File: src/rtl/sce_pkg.sv
package sce_pkg;
  localparam int ACT_W = 6;
  localparam int ST_W  = 5;

  // activity-control bit positions
  localparam int A_START  = 0;
  localparam int A_HALTP  = 1;
  localparam int A_CLRP   = 2;
  localparam int A_SUBACT = 3;
  localparam int A_DEVACT = 4;
  localparam int A_SUSP   = 5;

  // status-control bit positions
  localparam int S_PEND  = 0;
  localparam int S_SEC   = 1;
  localparam int S_PRIM  = 2;
  localparam int S_INTER = 3;
  localparam int S_ALERT = 4;

  localparam logic [7:0] DSTAT_DEV_END = 8'h04;
  localparam logic [7:0] PATH_SOLE     = 8'h80;
  localparam logic [7:0] PATH_ALL      = 8'hFF;

  localparam int ISC_W        = 3;
  localparam int WORD_W       = 32;
  localparam int WORD_ISC_LSB = 27;
  localparam int SID_W        = 16;

  typedef struct packed {
    logic [ACT_W-1:0] actl;
    logic [ST_W-1:0]  stctl;
    logic [7:0]       dstat;
    logic [7:0]       cstat;
    logic [7:0]       lpum;
    logic [7:0]       pom;
    logic             pno;
    logic             cmd_valid;
  } sch_ctl_t;

  function automatic logic [SID_W-1:0] make_sid(input logic mcss,
                                                input logic [7:0] css_no,
                                                input logic [1:0] set_no);
    if (mcss) return {css_no, 4'b0000, 1'b1, set_no, 1'b1};
    return {13'd0, set_no, 1'b1};
  endfunction
endpackage

File: src/rtl/sce_func_unit.sv
module sce_func_unit
  import sce_pkg::*;
#(
  parameter int AW        = 32,
  parameter int CMD_BYTES = 8
) (
  input  sch_ctl_t        cur,
  input  logic [AW-1:0]   resume_cur,
  input  logic [AW-1:0]   cur_addr,
  input  logic            halt,
  input  logic            clear,
  output sch_ctl_t        nxt,
  output logic [AW-1:0]   resume_nxt
);
  logic busy, parked, devend_ok, adv_ok;

  always_comb begin
    busy      = cur.actl[A_SUBACT] | cur.actl[A_DEVACT];
    parked    = cur.actl[A_START] | cur.actl[A_SUSP];
    devend_ok = busy | ~parked;
    adv_ok    = busy | cur.actl[A_SUSP];
  end

  always_comb begin
    nxt        = cur;
    resume_nxt = resume_cur;
    if (clear) begin
      nxt.pom           = PATH_ALL;
      nxt.pno           = 1'b0;
      nxt.cmd_valid     = 1'b0;
      nxt.actl[A_CLRP]  = 1'b0;
      nxt.stctl[S_PEND] = 1'b1;
      nxt.dstat         = '0;
      nxt.cstat         = '0;
      nxt.lpum          = PATH_SOLE;
    end else if (halt) begin
      nxt.cmd_valid     = 1'b0;
      nxt.actl[A_HALTP] = 1'b0;
      nxt.stctl[S_PEND] = 1'b1;
      if (devend_ok) nxt.dstat = DSTAT_DEV_END;
      if (adv_ok) resume_nxt = cur_addr + AW'(CMD_BYTES);
      nxt.cstat         = '0;
      nxt.lpum          = PATH_SOLE;
    end
  end
endmodule

File: src/rtl/sce_irq_unit.sv
module sce_irq_unit
  import sce_pkg::*;
#(
  parameter int IPW  = 32,
  parameter int SCHW = 16
) (
  input  logic              clk,
  input  logic              rst,
  input  logic              fire,
  input  logic              mcss_en,
  input  logic [7:0]        cssid,
  input  logic [1:0]        ssid,
  input  logic [SCHW-1:0]   schno,
  input  logic [IPW-1:0]    intparm,
  input  logic [ISC_W-1:0]  isc,
  output logic              irq_req,
  output logic [SID_W-1:0]  irq_sid,
  output logic [SCHW-1:0]   irq_schno,
  output logic [IPW-1:0]    irq_parm,
  output logic [WORD_W-1:0] irq_word
);
  localparam int HI_PAD = WORD_W - WORD_ISC_LSB - ISC_W;

  always_ff @(posedge clk) begin
    if (rst) begin
      irq_req   <= 1'b0;
      irq_sid   <= '0;
      irq_schno <= '0;
      irq_parm  <= '0;
      irq_word  <= '0;
    end else begin
      irq_req <= fire;
      if (fire) begin
        irq_sid   <= make_sid(mcss_en, cssid, ssid);
        irq_schno <= schno;
        irq_parm  <= intparm;
        irq_word  <= {{HI_PAD{1'b0}}, isc, {WORD_ISC_LSB{1'b0}}};
      end
    end
  end
endmodule

File: src/rtl/subch_status_engine.sv
module subch_status_engine
  import sce_pkg::*;
#(
  parameter int AW        = 32,
  parameter int IPW       = 32,
  parameter int SCHW      = 16,
  parameter int CMD_BYTES = 8
) (
  input  logic              clk,
  input  logic              rst,
  input  logic              halt_req,
  input  logic              clear_req,
  input  logic              unsol_req,
  input  logic              enable,
  input  logic [2:0]        isc,
  input  logic [IPW-1:0]    intparm,
  input  logic [AW-1:0]     cur_addr,
  input  logic              mcss_en,
  input  logic [7:0]        cssid,
  input  logic [1:0]        ssid,
  input  logic [SCHW-1:0]   schno,
  input  logic              ld_req,
  input  logic [5:0]        ld_actl,
  input  logic [4:0]        ld_stctl,
  input  logic [7:0]        ld_dstat,
  input  logic [7:0]        ld_cstat,
  input  logic [7:0]        ld_pom,
  input  logic              ld_pno,
  input  logic              ld_cmd_valid,
  output logic [5:0]        actl,
  output logic [4:0]        stctl,
  output logic [7:0]        dstat,
  output logic [7:0]        cstat,
  output logic [7:0]        lpum,
  output logic [7:0]        pom,
  output logic              pno,
  output logic              cmd_valid,
  output logic [AW-1:0]     resume_addr,
  output logic              irq_req,
  output logic [15:0]       irq_sid,
  output logic [SCHW-1:0]   irq_schno,
  output logic [IPW-1:0]    irq_parm,
  output logic [31:0]       irq_word
);
  sch_ctl_t      st_q, st_d, f_st;
  logic [AW-1:0] res_q, res_d, f_res;
  logic          cmd_evt, fire_unsol;

  sce_func_unit #(.AW(AW), .CMD_BYTES(CMD_BYTES)) u_func (
    .cur        (st_q),
    .resume_cur (res_q),
    .cur_addr   (cur_addr),
    .halt       (halt_req),
    .clear      (clear_req),
    .nxt        (f_st),
    .resume_nxt (f_res)
  );

  assign cmd_evt    = halt_req | clear_req;
  assign fire_unsol = unsol_req & enable & ~st_q.stctl[S_PEND] & ~cmd_evt;

  always_comb begin
    st_d  = st_q;
    res_d = res_q;
    if (cmd_evt) begin
      st_d  = f_st;
      res_d = f_res;
    end else if (fire_unsol) begin
      st_d.stctl          = '0;
      st_d.stctl[S_ALERT] = 1'b1;
      st_d.stctl[S_PEND]  = 1'b1;
    end else if (ld_req) begin
      st_d.actl      = ld_actl;
      st_d.stctl     = ld_stctl;
      st_d.dstat     = ld_dstat;
      st_d.cstat     = ld_cstat;
      st_d.pom       = ld_pom;
      st_d.pno       = ld_pno;
      st_d.cmd_valid = ld_cmd_valid;
    end
  end

  always_ff @(posedge clk) begin
    if (rst) begin
      st_q <= '{actl: '0, stctl: '0, dstat: '0, cstat: '0, lpum: '0,
                pom: PATH_ALL, pno: 1'b0, cmd_valid: 1'b0};
      res_q <= '0;
    end else begin
      st_q  <= st_d;
      res_q <= res_d;
    end
  end

  sce_irq_unit #(.IPW(IPW), .SCHW(SCHW)) u_irq (
    .clk       (clk),
    .rst       (rst),
    .fire      (fire_unsol),
    .mcss_en   (mcss_en),
    .cssid     (cssid),
    .ssid      (ssid),
    .schno     (schno),
    .intparm   (intparm),
    .isc       (isc),
    .irq_req   (irq_req),
    .irq_sid   (irq_sid),
    .irq_schno (irq_schno),
    .irq_parm  (irq_parm),
    .irq_word  (irq_word)
  );

  assign actl        = st_q.actl;
  assign stctl       = st_q.stctl;
  assign dstat       = st_q.dstat;
  assign cstat       = st_q.cstat;
  assign lpum        = st_q.lpum;
  assign pom         = st_q.pom;
  assign pno         = st_q.pno;
  assign cmd_valid   = st_q.cmd_valid;
  assign resume_addr = res_q;

  p_clear_paths_r2: assert property (@(posedge clk) disable iff (rst)
    clear_req |=> (lpum == PATH_SOLE) && (pom == PATH_ALL) && !pno);

  p_clear_status_r3: assert property (@(posedge clk) disable iff (rst)
    clear_req |=> (dstat == 8'h00) && (cstat == 8'h00) && stctl[S_PEND] && !actl[A_CLRP]);

  p_halt_done_r4: assert property (@(posedge clk) disable iff (rst)
    (halt_req && !clear_req) |=> stctl[S_PEND] && !actl[A_HALTP] && (cstat == 8'h00) && !cmd_valid);

  p_halt_resume_r6: assert property (@(posedge clk) disable iff (rst)
    (halt_req && !clear_req && (actl[A_SUBACT] || actl[A_DEVACT] || actl[A_SUSP]))
      |=> resume_addr == $past(cur_addr) + AW'(CMD_BYTES));

  p_unsol_off_r8: assert property (@(posedge clk) disable iff (rst)
    (unsol_req && !enable && !cmd_evt && !ld_req) |=> $stable(stctl) && !irq_req);

  p_irq_pulse_r9: assert property (@(posedge clk) disable iff (rst)
    irq_req |=> !irq_req);

  p_irq_status_r9: assert property (@(posedge clk) disable iff (rst)
    irq_req |-> stctl == 5'b10001);

  p_unsol_pend_r10: assert property (@(posedge clk) disable iff (rst)
    (unsol_req && stctl[S_PEND] && !cmd_evt && !ld_req) |=> $stable(stctl) && !irq_req);
endmodule

File: config.mk
export PLATFORM = sky130hd
export DESIGN_NAME = subch_status_engine
export DESIGN_NICKNAME = d
export VERILOG_FILES = /design/src/rtl/sce_pkg.sv /design/src/rtl/sce_func_unit.sv /design/src/rtl/sce_irq_unit.sv /design/src/rtl/subch_status_engine.sv
export SDC_FILE = /design/constraint.sdc
export NUM_CORES = 1
export LEC_CHECK = 0
export BUFFER_PORTS_ARGS = -buffer_cell sky130_fd_sc_hd__buf_2
export CAP_MARGIN = 15
export CORE_MARGIN = 4
export CORE_UTILIZATION = 40
export CTS_CLUSTER_DIAMETER = 80
export DETAILED_ROUTE_END_ITERATION = 16
export PLACE_DENSITY = 0.76
export RECOVER_POWER = 25
export SLEW_MARGIN = 25
export SYNTH_ARGS = -nofsm -noshare
export SYNTH_HDL_FRONTEND = slang
export SYNTH_SLANG_ARGS = --single-unit
export TNS_END_PERCENT = 1
File: constraint.sdc
create_clock -name clk -period 1.99 [get_ports clk]
set_clock_uncertainty 0.1 [all_clocks]
set_input_delay 0.398 -clock clk [delete_from_list [all_inputs] [get_ports clk]]
set_output_delay 0.398 -clock clk [all_outputs]
set_load 0.01 [all_outputs]
# --- After elaboration in Yosys (flattened, before gate mapping) ---
# Cells that the tools add are included.
op_classes:
  addsub: 1
  n_eq_ne: 6
  n_mux: 21
  bitwise: 13
  n_reduce_logical: 13
op_table:
  columns: ["operator", "count"]
  rows:
  - ["25-bit two-way mux", 2]
  - ["16-bit two-way mux", 3]
  - ["24-bit two-way mux", 2]
  - ["32-bit by 4-bit adder with 32-bit output, second input constant", 1]
  - ["10-bit two-way mux", 3]
  - ["4-bit AND reduction", 3]
  - ["9-bit two-way mux", 1]
  - ["3-bit AND reduction", 3]
  - ["8-bit two-way mux", 1]
  - ["2-bit != test, second input constant", 4]
  - ["1-bit two-way mux", 7]
  - ["2-bit AND reduction", 3]
  - ["2-bit nonzero test", 3]
  - ["5-bit two-way mux", 1]
  - ["1-bit inverter", 5]
  - ["1-bit OR", 5]
  - ["1-bit bitwise AND", 3]
  - ["3-bit two-way mux", 1]
  - ["3-bit by 2-bit != test with 1-bit output, second input constant", 1]
  - ["3-bit != test, second input constant", 1]
  - ["3-bit nonzero test", 1]
totals:
  reg_bits: 145
  in_bits: 138
  output_inout_bits: 174
  elab_cells: 71

# --- Longest topological paths before layout ---
# Gate-level depths: netlist (run 1).
depth:
  word_depth: 7
  ltp_mapped: 7
  ltp_nobuf: 5

# --- Cells and area by module ---
# From an unflattened synthesis (run 1), not the netlist that was laid out.
unflattened:
  hier_cells: 866
  area_unflattened_um2: 7094.3
modules_own_cells:
  columns: ["module", "n_inst", "cells_each", "area_per_inst_um2", "seq_area_each_um2"]
  rows:
  - ["subch_status_engine", 1, 390, 3194.3, 1541.5]
  - ["sce_irq_unit", 1, 249, 2593.7, 1281.2]
  - ["sce_func_unit", 1, 227, 1306.3, 0.0]

# --- Worst setup path after synthesis (run 1) ---
# OpenSTA, ideal clock, no wires.
synth_timing:
  path_type: "in2reg"
  startpoint: "input port cur_addr[3]"
  endpoint: "register res_q[29], in the netlist resume_addr[29]"
  setup_ns: 0.091
  arrival_time_ns: 1.764
  required_time_ns: 1.799
  setup_slack_ns: 0.035
  stages: 5
  path_buffers: 0
  cell_sequence: "ha_1 -> and3_1 -> nand3_1 -> or4b_1 -> a311oi_1"
synth_between:
  elab_chain_cells: 1
synth_lines:
  columns: ["element", "line", "rtl"]
  rows:
  - ["start, declared", "subch_status_engine.sv:17", "input logic [AW-1:0] cur_addr,"]
  - ["32-bit by 4-bit adder with 32-bit output", "sce_func_unit.sv:41", "if (adv_ok) resume_nxt = cur_addr + AW'(CMD_BYTES);"]
  - ["end signal, assigned", "subch_status_engine.sv:90", "res_q <= res_d;"]
  - ["end, declared", "subch_status_engine.sv:46", "logic [AW-1:0] res_q, res_d, f_res;"]
# No other way between the ends.
# A chain may end at the register's enable or synchronous reset.

# --- Worst setup path in the final report (run 1) ---
# Same ends and word-level chain as after synthesis.

==> results of run 1 <==
## power groups by stage
stage | sequential [µW] | clock [µW] | combinational [µW]
CTS | 2770 | 3190 | 610
finish | 2770 | 3130 | 603
global placement | 2830 | 0 | 601
floorplan | 2860 | 0 | 303
global route | 2780 | 3340 | 666
detailed placement | 2830 | 0 | 606
## synthesized netlist by cell type (3+ instances only)
master / count / area, µm²
a211oi_1: 16 / 120.1
a21oi_1: 80 / 400.4
a22oi_1: 13 / 97.59
a311oi_1: 12 / 105.1
and4_1: 3 / 26.28
buf_4: 40 / 300.3
clkbuf_1: 38 / 142.6
dfxtp_1: 134 / 2683
inv_1: 7 / 26.28
nand2_1: 151 / 566.8
nand3_1: 23 / 115.1
nand4_1: 15 / 93.84
nor2_1: 50 / 187.7
nor3_1: 4 / 20.02
nor4_1: 10 / 62.56
o21ai_0: 10 / 50.05
o21ai_1: 4 / 20.02
o22ai_1: 8 / 50.05
o31ai_1: 7 / 52.55
or4_1: 8 / 60.06
xnor2_1: 7 / 61.31
xor2_1: 6 / 52.55
## final timing paths
check	end	slack, ns
max	resume_addr[29]$_SDFFE_PP0P_	0.25
min	pom[5]$_SDFFE_PP1P_	0.12
max reg2reg	u_irq.irq_sid[10]$_SDFFE_PP0P_	0.29
min reg2reg	u_irq.irq_sid[13]$_SDFFE_PP0P_	0.35
## metrics by stage
stage	setup slack (ns)	power (µW)	instance area (µm²)	setup TNS (ns)
floorplan	0.03546	3159	5709	0
global placement	-0.07208	3428	7206	-0.3019
detailed placement	-0.1129	3436	7206	-0.6835
CTS	0.3115	6578	7792	0
global route	0.1679	6787	7709	0
finish	0.2453	6508	7709	0
## routing by layer
layer	GRT usage, %	vias to the layer above	share of wire (%)
met5	0	-	0
met4	8.076	0	2.3
met3	6.181	27	8.7
met2	35.12	252	49
met1	26.11	2649	40
li1	-	2871	-
## logic make-up (layout without fill, tap and decap cells)
kind of cell / Yosys count / in the layout / synth area share [%]
XOR/XNOR: 13 / 13 / 2.047
other: 1 / 40 / 0.06741
flip-flops: 134 / 134 / 48.22
multiplexers: 1 / 1 / 0.1799
AO/OA/AOI/OAI: 161 / 161 / 17.79
adder cells (fa/ha/maj): 1 / 1 / 0.2249
buffers and inverters: 90 / 350 / 8.952
AND/OR/NAND/NOR: 279 / 279 / 22.51
## worst reg2reg max path, delay by kind of cell, from the launching register on
kind                   cells  cell delay (ns)
buffers and inverters      1             0.30
DFF                        1             0.33
AOI/OAI and AO/OA          1             0.16
and+or+nand+nor            3             0.72
## cell type report
type,count,share of cell area [%]
flip-flops and latches,134,34.80
multi-input cells,495,33.00
repair buffers,312,21.34
clock buffers,21,5.973
well taps,176,2.857
clock inverters,9,1.639
inverters,8,0.3895
## flip-flops by register name, summed over array words and instances, names as in the netlist
register / cells
actl: 6
cmd_valid: 1
cstat: 8
dstat: 8
lpum: 1
pno: 1
pom: 8
resume_addr: 32
stctl: 5
u_irq.irq_parm: 32
u_irq.irq_req: 1
u_irq.irq_schno: 16
u_irq.irq_sid: 12
u_irq.irq_word: 3
==> results.json, run 1 <==
{
  "cts_sinks": 134,
  "syn_to_final_growth_pct": 38.57,
  "grt_max_degree": 78,
  "final_cell_mix": "206 x buf_2, 150 x nand2_1, 134 x dfxtp_1, 80 x a21oi_1, 67 x clkbuf_1",
  "seqPwrFrac_pct": 42.6,
  "post_cts_resized": 0,
  "switching_share_pct": 22.97,
  "worstMarginPinSlew_ns": 0.6080,
  "status": "completed",
  "final_util_pct": 57.30,
  "cpPeakStageDelay_ns": 0.57,
  "portBuffers": 271,
  "seqCellArea_um2": 2683,
  "drt-vias-per-instance": 5.021,
  "drv_slew": 0,
  "post-cts-setup-buffers": 0,
  "die_h_um": 125.9,
  "antenna_found_initial": 0,
  "ys.flop_type": "dfxtp_1",
  "async_flop_share_pct": 0,
  "finalHoldViolations": 0,
  "cts-root-buf": "clkbuf_16",
  "clockBufferDepth": 2,
  "cap_violations": 0,
  "whs_ns": 0.1236,
  "reg2reg_from": "stctl[0]$_SDFFE_PP0P_",
  "fmax_mhz": 573.2,
  "fin_cells": 1155,
  "synth_cell_types": 49,
  "ys_seq_area_share_pct": 48.22,
  "antenna_cells": 0,
  "grtUsageTotal_pct": 21.19,
  "critical_path_required_ns": 2.20,
  "layout.cells.most_common": "buf_2",
  "num_vias": 5799,
  "yosysWarnings": 0,
  "final_antenna_net_count": 0,
  "ys_ff_latch": 134,
  "totalWireLength_mm": 17.61,
  "nets": 1107,
  "dpl.hpwl_mm": 13.03,
  "synth_edf_count": 0,
  "crit_fanout": 8,
  "firstDrtPassIters": 5,
  "std_cell_rows": 42,
  "worstSetupPathType": "input pin to flop",
  "slowest_stage": "or4b_1",
  "syn_area_um2": 5563,
  "cts_tree": "yes",
  "hold_class": "input pin to flop",
  "intPower_uw": 5013,
  "hold_path_startpoint": "ld_pom[5]",
  "postCtsHoldBufs": 0,
  "path_depth": 6,
  "maxSlewHeadroom_pct": 59.29,
  "p_leak_uw": 0.003182,
  "reg2reg_depth": 5,
  "period_needed_ns": 1.745,
  "critPathBufInv": 1,
  "drive_gt1_share_pct": 29.01,
  "rsz0062_at_grt": "false",
  "period_share_pct": 87.67,
  "clk_pin_slew_ns": 0.06,
  "n_fill_cell": 1300,
  "grt_pass1_vias": 5387,
  "crit_family": "simple AND/OR/NAND/NOR gates",
  "multi_input_area_um2": 2544,
  "initial_utilization_pct": 41.35,
  "setup_viol": 0,
  "cts_buffers": 17,
  "clk_latency_ns": 0.40,
  "core_area_um2": 13450,
  "powerDensity_nw_per_um2": 844.2,
  "cp-end-kind": "flop",
  "worstPathCellList": "buf_2, ha_1, and3_1, nand3_1, or4b_1, a311oi_1",
  "setup.worst_path.start": "cur_addr[3]",
  "htreeDepth": 4,
  "gr-total-overflow": 0,
  "wire_per_inst_um": 15.25,
  "syn_inst": 680,
  "io_pins": 312,
  "fp.dieW_um": 125.9,
  "drc": 0,
  "p_sw_uw": 1495,
  "clkPwrFrac_pct": 48.1,
  "comb_power_share_pct": 9.3,
  "ir_drop_mv": 0.5940,
  "grt_pass1_wl_mm": 27.37,
  "syn_avg_cell_area_um2": 8.181,
  "cp.arrival_ns": 1.95,
  "gp_congestion": 0.8594,
  "drt_iter0_drc": 367,
  "dp_cells": 1125,
  "die_area_um2": 15860,
  "holdPathStages": 3,
  "critPathLaunchType": "input pin"
}
(Power assumes the default switching activity.)
==> inputs of run 2 (changes only) <==
--- a/config.mk
+++ b/config.mk
@@ -7,10 +7,10 @@
 export LEC_CHECK = 0
 export BUFFER_PORTS_ARGS = -buffer_cell sky130_fd_sc_hd__buf_2
 export CAP_MARGIN = 15
-export CORE_MARGIN = 4
-export CORE_UTILIZATION = 40
+export CORE_AREA = 4 4 120 122
 export CTS_CLUSTER_DIAMETER = 80
 export DETAILED_ROUTE_END_ITERATION = 16
+export DIE_AREA = 0 0 124 126
 export PLACE_DENSITY = 0.76
 export RECOVER_POWER = 25
 export SLEW_MARGIN = 25
==> constraint.sdc (replaced) <==
create_clock -name clk -period 2.26 [get_ports clk]
set_clock_uncertainty 0.1 [all_clocks]
set_input_delay 0.113 -clock clk [delete_from_list [all_inputs] [get_ports clk]]
set_output_delay 0.113 -clock clk [all_outputs]
set_load 0.01 [all_outputs]
==> run 2 against run 1 <==
Compared with the run above: critical path type is now flop to flop; sequential power is 12% lower; sequential cell count stayed put; worst hold slack worse by 0.11 ns; clock power down 9.9%; global-route usage is 4.5 points higher; final cell count up 10%; non-clock buffer count increased by 116; critical path depth is the same; wire length up 22%; die area fell by 1.5%; utilization increased by 11 points; combinational power up 17%.
==> results.json, run 2 (synthesized netlist as in run 1, its figures left out) <==
{
  "drt_iter0_drc": 541,
  "gr-total-overflow": 0,
  "wire_per_inst_um": 16.91,
  "nets": 1223,
  "setup_viol": 0,
  "clk_latency_ns": 0.41,
  "grt_pass1_wl_mm": 31.89,
  "hold_class": "input pin to flop",
  "grt_max_degree": 64,
  "cts_tree": "yes",
  "whs_ns": 0.01317,
  "seqCellArea_um2": 2683,
  "status": "completed",
  "num_vias": 6658,
  "cts_buffers": 17,
  "cpPeakStageDelay_ns": 0.61,
  "grt_pass1_vias": 6513,
  "core_area_um2": 13190,
  "fin_cells": 1273,
  "dp_cells": 1093,
  "io_pins": 312,
  "maxSlewHeadroom_pct": 53.99,
  "final_antenna_net_count": 0,
  "critical_path_required_ns": 2.49,
  "crit_family": "buffers and inverters",
  "setup.worst_path.start": "stctl[0]$_SDFFE_PP0P_",
  "cap_violations": 0,
  "initial_utilization_pct": 42.17,
  "drv_slew": 0,
  "drt-vias-per-instance": 5.230,
  "cts_sinks": 134,
  "die_h_um": 126,
  "dpl.hpwl_mm": 12.57,
  "clk_pin_slew_ns": 0.05,
  "p_leak_uw": 0.003642,
  "finalPower_uw": 5974,
  "std_cell_rows": 42,
  "worstMarginPinSlew_ns": 0.6829,
  "cp-end-kind": "flop",
  "worstPathCellList": "nand3b_1, nor3_4, clkbuf_16, nand3_1, dlygate4sd3_1, a21oi_2",
  "portBuffers": 271,
  "n_fill_cell": 993,
  "die_area_um2": 15620,
  "finalHoldViolations": 0,
  "critPathLaunchType": "flop",
  "firstDrtPassIters": 5,
  "finalWorstSetupSlack_ns": 0.02951,
  "totalWireLength_mm": 21.53,
  "powerDensity_nw_per_um2": 666.0,
  "antenna_cells": 0,
  "reg2reg_from": "stctl[0]$_SDFFE_PP0P_",
  "layout.cells.most_common": "buf_2",
  "cp.arrival_ns": 2.46,
  "fmax_mhz": 448.3,
  "critPathBufInv": 2,
  "crit_fanout": 8,
  "syn_to_final_growth_pct": 61.25,
  "slowest_stage": "dlygate4sd3_1",
  "antenna_found_initial": 0,
  "clockBufferDepth": 2,
  "htreeDepth": 4,
  "period_needed_ns": 2.230,
  "drc": 0,
  "ir_drop_mv": 0.5167,
  "final_cell_mix": "203 x buf_2, 150 x nand2_1, 137 x dlygate4sd3_1, 134 x dfxtp_1, 79 x a21oi_1",
  "grtUsageTotal_pct": 25.71,
  "period_share_pct": 98.69,
  "hold_path_startpoint": "cur_addr[9]",
  "worstSetupPathType": "flop to flop",
  "multi_input_area_um2": 2575,
  "pre_cts_ws_ns": 0.3023,
  "cts-root-buf": "clkbuf_16",
  "fp.dieW_um": 124,
  "drive_gt1_share_pct": 24.25,
  "gp_congestion": 0.8827
}
run 2: where the power goes:
part | switching [µW] | leakage [µW] | internal [µW] | total, µW
logic | 361 | 0.00227 | 344 | 705
clock network | 1020 | 0.000288 | 1800 | 2820
registers | 29.3 | 0.00108 | 2410 | 2440
total | 1410 | 0.00364 | 4560 | 5970
run 2: layer usage:
| metal | vias to the layer above | global-route usage [%] | routed length (µm) |
|---|---|---|---|
| li1 | 3112 | - | - |
| met1 | 3075 | 27.73 | 7735 |
| met2 | 394 | 44.42 | 10940 |
| met3 | 77 | 7.803 | 2000 |
| met4 | 0 | 13.92 | 852 |
| met5 | - | 0 | 0 |
run 2: metrics by stage:
stage / utilization (%) / cell area (µm²) / setup TNS [ns]
after floorplan: - / 5709 / 0
after global placement: 52.62 / 6940 / 0
after detailed placement: 52.62 / 6940 / 0
after CTS: 67.62 / 8920 / 0
after global routing: 68.00 / 8970 / -0.07886
final: 68.00 / 8970 / 0
run 2: cell type report:
cell class | instances | share of cell area (%)
timing repair buffer | 428 | 31.82
sequential | 134 | 29.91
multi-input combinational | 495 | 28.71
clock buffer | 22 | 5.175
tap | 176 | 2.455
clock inverter | 10 | 1.604
inverter | 8 | 0.3348
run 2: what timing repair did:
item / in CTS / in global routing
hold endpoints to repair: 125 / 0
setup endpoints to repair: 0 / 9
buffers inserted: 0 / 8
gates resized for setup: 0 / 7
hold buffers: 137 / 0
run 2: worst register-to-register path, cell delays in order, from the launching register on:
cell,delay [ns]
dfxtp_1,0.33
nand3b_1,0.31
nor3_4,0.33
clkbuf_16,0.21
nand3_1,0.08
dlygate4sd3_1,0.61
a21oi_2,0.18
run 2: worst paths after layout:
path	cells past startpoint	slack [ns]	endpoint
setup / recovery	6	0.03	u_irq.irq_sid[14]$_SDFFE_PP0P_
hold / removal	3	0.01	resume_addr[9]$_SDFFE_PP0P_
setup reg to reg	6	0.03	u_irq.irq_sid[14]$_SDFFE_PP0P_
hold reg to reg	2	0.35	u_irq.irq_word[29]$_SDFFE_PP0P_
